## config.mk

```make
export PLATFORM = sky130hd
export DESIGN_NAME = fence_order_unit
export DESIGN_NICKNAME = d
export VERILOG_FILES = /design/src/rtl/fence_order_pkg.sv /design/src/rtl/fence_order_cnt.sv /design/src/rtl/fence_order_flag.sv /design/src/rtl/fence_order_gate.sv /design/src/rtl/fence_order_unit.sv
export SDC_FILE = /design/constraint.sdc
export NUM_CORES = 1
export LEC_CHECK = 0
export BUFFER_PORTS_ARGS = -buffer_cell sky130_fd_sc_hd__buf_4
export CORE_AREA = 2 2 39 41
export CTS_CLUSTER_DIAMETER = 60
export DETAILED_ROUTE_END_ITERATION = 8
export DIE_AREA = 0 0 41 43
export HOLD_SLACK_MARGIN = 0.03
export SLEW_MARGIN = 0
export SYNTH_ARGS = -nofsm -noshare
export SYNTH_HDL_FRONTEND = slang
export SYNTH_SLANG_ARGS = --single-unit
```

## constraint.sdc

```tcl
create_clock -name clk_i -period 4.1 [get_ports clk_i]
set_input_delay 0.82 -clock clk_i [delete_from_list [all_inputs] [get_ports clk_i]]
set_output_delay 0.82 -clock clk_i [all_outputs]
set_load 0.02 [all_outputs]
```

## src/rtl/fence_order_pkg.sv

```systemverilog
package fence_order_pkg;
  typedef enum logic [1:0] {
    KIND_DATA  = 2'd0,
    KIND_FENCE = 2'd1,
    KIND_ACQ   = 2'd2,
    KIND_REL   = 2'd3
  } op_kind_e;

  localparam int unsigned NUM_SYNC_FLAGS = 2;
  localparam int unsigned FLAG_ACQ = 0;
  localparam int unsigned FLAG_REL = 1;
endpackage

```

## src/rtl/fence_order_cnt.sv

```systemverilog
module fence_order_cnt #(
  parameter int unsigned CNT_W = 4
) (
  input  logic             clk_i,
  input  logic             rst_ni,
  input  logic             inc_i,
  input  logic             dec_i,
  output logic [CNT_W-1:0] cnt_o,
  output logic             zero_o,
  output logic             full_o
);
  localparam logic [CNT_W-1:0] CNT_MAX = {CNT_W{1'b1}};

  logic [CNT_W-1:0] cnt_q, cnt_d;

  // a decrement at zero is dropped
  always_comb begin
    cnt_d = cnt_q;
    unique case ({inc_i, dec_i && (cnt_q != '0)})
      2'b10:   cnt_d = cnt_q + 1'b1;
      2'b01:   cnt_d = cnt_q - 1'b1;
      default: cnt_d = cnt_q;
    endcase
  end

  always_ff @(posedge clk_i or negedge rst_ni) begin
    if (!rst_ni) cnt_q <= '0;
    else         cnt_q <= cnt_d;
  end

  assign cnt_o  = cnt_q;
  assign zero_o = (cnt_q == '0);
  assign full_o = (cnt_q == CNT_MAX);
endmodule

```

## src/rtl/fence_order_flag.sv

```systemverilog
module fence_order_flag (
  input  logic clk_i,
  input  logic rst_ni,
  input  logic set_i,
  input  logic clr_i,
  output logic q_o
);
  logic q_q;

  always_ff @(posedge clk_i or negedge rst_ni) begin
    if (!rst_ni)     q_q <= 1'b0;
    else if (set_i)  q_q <= 1'b1;
    else if (clr_i)  q_q <= 1'b0;
  end

  assign q_o = q_q;
endmodule

```

## src/rtl/fence_order_gate.sv

```systemverilog
module fence_order_gate
  import fence_order_pkg::*;
(
  input  logic [1:0] kind_i,
  input  logic       cnt_zero_i,
  input  logic       cnt_full_i,
  input  logic       acq_pend_i,
  input  logic       rel_pend_i,
  output logic       ready_o
);
  logic drained;

  assign drained = cnt_zero_i && !acq_pend_i && !rel_pend_i;

  always_comb begin
    unique case (op_kind_e'(kind_i))
      KIND_DATA:  ready_o = !acq_pend_i && !cnt_full_i;
      KIND_FENCE: ready_o = drained;
      KIND_ACQ:   ready_o = !acq_pend_i;
      KIND_REL:   ready_o = drained;
      default:    ready_o = 1'b0;
    endcase
  end
endmodule

```

## src/rtl/fence_order_unit.sv

```systemverilog
module fence_order_unit
  import fence_order_pkg::*;
#(
  parameter int unsigned CNT_W = 4
) (
  input  logic       clk_i,
  input  logic       rst_ni,
  input  logic       op_valid_i,
  input  logic [1:0] op_kind_i,
  output logic       op_ready_o,
  output logic       iss_valid_o,
  output logic [1:0] iss_kind_o,
  input  logic       cmp_valid_i,
  input  logic [1:0] cmp_kind_i
);
  logic [CNT_W-1:0]          cnt_q;
  logic                      cnt_zero, cnt_full;
  logic                      fire;
  logic [NUM_SYNC_FLAGS-1:0] flag_set, flag_clr, flag_q;
  logic                      acq_pend, rel_pend;

  assign fire = op_valid_i && op_ready_o;

  fence_order_cnt #(.CNT_W(CNT_W)) u_cnt (
    .clk_i  (clk_i),
    .rst_ni (rst_ni),
    .inc_i  (fire && (op_kind_i == KIND_DATA)),
    .dec_i  (cmp_valid_i && (cmp_kind_i == KIND_DATA)),
    .cnt_o  (cnt_q),
    .zero_o (cnt_zero),
    .full_o (cnt_full)
  );

  assign flag_set[FLAG_ACQ] = fire && (op_kind_i == KIND_ACQ);
  assign flag_clr[FLAG_ACQ] = cmp_valid_i && (cmp_kind_i == KIND_ACQ);
  assign flag_set[FLAG_REL] = fire && (op_kind_i == KIND_REL);
  assign flag_clr[FLAG_REL] = cmp_valid_i && (cmp_kind_i == KIND_REL);

  for (genvar g = 0; g < NUM_SYNC_FLAGS; g++) begin : g_flag
    fence_order_flag u_flag (
      .clk_i  (clk_i),
      .rst_ni (rst_ni),
      .set_i  (flag_set[g]),
      .clr_i  (flag_clr[g]),
      .q_o    (flag_q[g])
    );
  end

  assign acq_pend = flag_q[FLAG_ACQ];
  assign rel_pend = flag_q[FLAG_REL];

  fence_order_gate u_gate (
    .kind_i     (op_kind_i),
    .cnt_zero_i (cnt_zero),
    .cnt_full_i (cnt_full),
    .acq_pend_i (acq_pend),
    .rel_pend_i (rel_pend),
    .ready_o    (op_ready_o)
  );

  assign iss_valid_o = fire;
  assign iss_kind_o  = op_kind_i;
endmodule

```

==> out/qor.yml <==
cts_buffers: 3
cpMostUsedCell: "ha_1"
route.antenna.remaining_nets: 0
path_clk_slew_ns: 0.05
cp.arrival_ns: 2.72
drc: 0
diodes: 0
max_cap_viol_count: 0
grt_usage_pct: 14.4
peakVddDrop_mv: 0.208
cts.sinks: 6
via_per_inst: 5.46
min-delay-path-class: "input port to async pin"
synth_area_leaders: "dfrtp_1 (31%), ha_1 (7.8%), nor3b_1 (7.8%), inv_1 (4.7%), fa_1 (4.1%)"
synth_edf_count: 0
pwr_density_cell_nw_per_um2: 533
num-fill-cells: 146
htree_levels: 1
cts_tree: "done"
post-route-period-util_pct: 63.5
core_um2: 1380
first_global_vias: 386
die_w_um: 41
die_h_um: 43
crit_path_max_incr_delay_ns: 0.51
path_cells: "buf_4 -> nor2b_1 -> nor3b_1 -> ha_1 -> ha_1 -> or4b_1 -> o311ai_1 -> o211ai_1"
setup_viol: 0
grt-ovfl-total: 0
area_delta_synth_final_pct: 20.4
critPathLaunchType: "input port"
wl_per_cell_um: 13.3
post-route-min-period_ns: 2.60
slew_headroom_pct: 78.6
syn_avg_cell_area_um2: 9.49
critPathSlowestCell: "or4b_1"
synthCells: 51
clock_latency_ns: 0.25
clk_path_buf_depth: 2
finalHoldViolations: 0
initial_core_util_pct: 35.0
dr.pass1.iters: 5
worst-slew-pin-transition_ns: 0.319
tns_ns: 0
drv_slew: 0
multi_input_area_um2: 285
synth_ff_type: "dfrtp_1"
crit_type: "input port to flop"
cts_root_buffer: "clkbuf_4"
async_reset_ff_share_pct: 100
path_delay_family: "simple AND/OR/NAND/NOR gates"
num-nets-final: 76
die_area_um2: 1760
cp.required_ns: 4.22
netlist.area_leader.share_pct: 31.0
path_buf_inv: 1
leakage_nw: 0.248
ctsHoldBuffers: 0
io_buffers: 11
seq_area_um2: 150
antenna_found_initial: 0
syn_area_um2: 484
hpwl_um: 816
grt_pass1_wl_mm: 1.68
hold_ws_ns: 0.371
status: "finished, final reports clean"
worst-path-max-fanout: 9
ys_ff_latch: 6
rsz0062_at_grt: "no"
postCtsSetupBuffers: 0
rows: 14
ios: 12
synth_seq_area_share_pct: 31.0
synth_cell_types: 26
end_kind: "flop"
max_freq_ghz: 0.384
drt-initial-drc-count: 10
syn-num-nets: 63
drive_gt1_share_pct: 25.8
yosysWarningCount: 0
cts_resized: 0
grt_max_degree: 11
yosys-top-cells-count: "dfrtp_1 (6), inv_1 (6), nor3b_1 (5)"
place_congestion: 0.695
clock_skew_ns: 0.00743
synth_area_leader_cell: "dfrtp_1"
wirelength_mm: 1.04
num_vias: 426
## routing by layer
| layer | wire, µm | GRT usage, % |
|---|---|---|
| met2 | 488 | 20.0 |
| met1 | 496 | 19.0 |
| met3 | 53 | 3.14 |
| met5 | 0 | 0 |
| met4 | 0 | 10.0 |
## power by group
group | leakage, nW | switching, W | internal [W]
registers | 0.0727 | 0.0000387 | 0.0000854
clock network | 0.0138 | 0.0000222 | 0.0000332
logic | 0.161 | 0.0000671 | 0.0000641
total | 0.248 | 0.000128 | 0.000183
## state kept, by name, indices dropped and copies added, names as in the netlist
register           count
u_cnt.cnt_o            4
g_flag.u_flag.q_o      2
## logic make-up after synthesis
logic type      after synthesis  synth area share, %
flops                         6                 31.0
mux                           2                 4.39
xor+xnor                      2                 3.62
simple gates                 17                 23.0
fa+ha+maj                     4                 11.9
compound gates               11                 16.0
buf+inv                       9                 10.1
## cells in the final DEF (no fill, tap or decap), types with 2 or more instances in the layout
cell type and n:
inv_1 6, nor3b_1 5, nand3_1 3, dfrtp_1 6
a31oi_1 2, a21oi_1 3, a41oi_1 2, buf_4 11
clkbuf_4 3, ha_1 3, nor3_1 2, nor2b_1 2
## metrics by stage
| step | instances | utilization, % | total power, W | area, µm² | setup WS (ns) |
|---|---|---|---|---|---|
| finish | 78 | 42.1 | 0.000311 | 583 | 1.50 |
| global route | 78 | 42.1 | 0.000343 | 583 | 1.29 |
| CTS | 78 | 42.1 | 0.000314 | 583 | 1.51 |
| detailed placement | 75 | 40.5 | 0.000257 | 561 | 1.24 |
| global placement | 75 | 40.5 | 0.000253 | 561 | 1.30 |
| floorplan | 51 | - | 0.000218 | 484 | 1.55 |
## cell type report
cell class                 count  area share (%)
inverter                       6            3.86
tap                           16            3.43
sequential                     6            25.8
timing repair buffer          11            14.2
clock buffer                   3            3.86
multi-input combinational     36            48.9
## final timing paths
kind	from	end	slack, ns	cells after the start
hold / removal	rst_ni	u_cnt.cnt_o[3]	0.37	1
setup / recovery	cmp_kind_i[0]	u_cnt.cnt_o[3]	1.50	8
max in group asynchronous	rst_ni	u_cnt.cnt_o[1]	3.60	1
hold reg to reg	g_flag[0].u_flag.q_o	g_flag[0].u_flag.q_o	0.53	1
min in group clk_i	g_flag[0].u_flag.q_o	g_flag[0].u_flag.q_o	0.53	1
setup reg to reg	u_cnt.cnt_o[0]	u_cnt.cnt_o[3]	1.62	7
(Power assumes the default switching activity.)
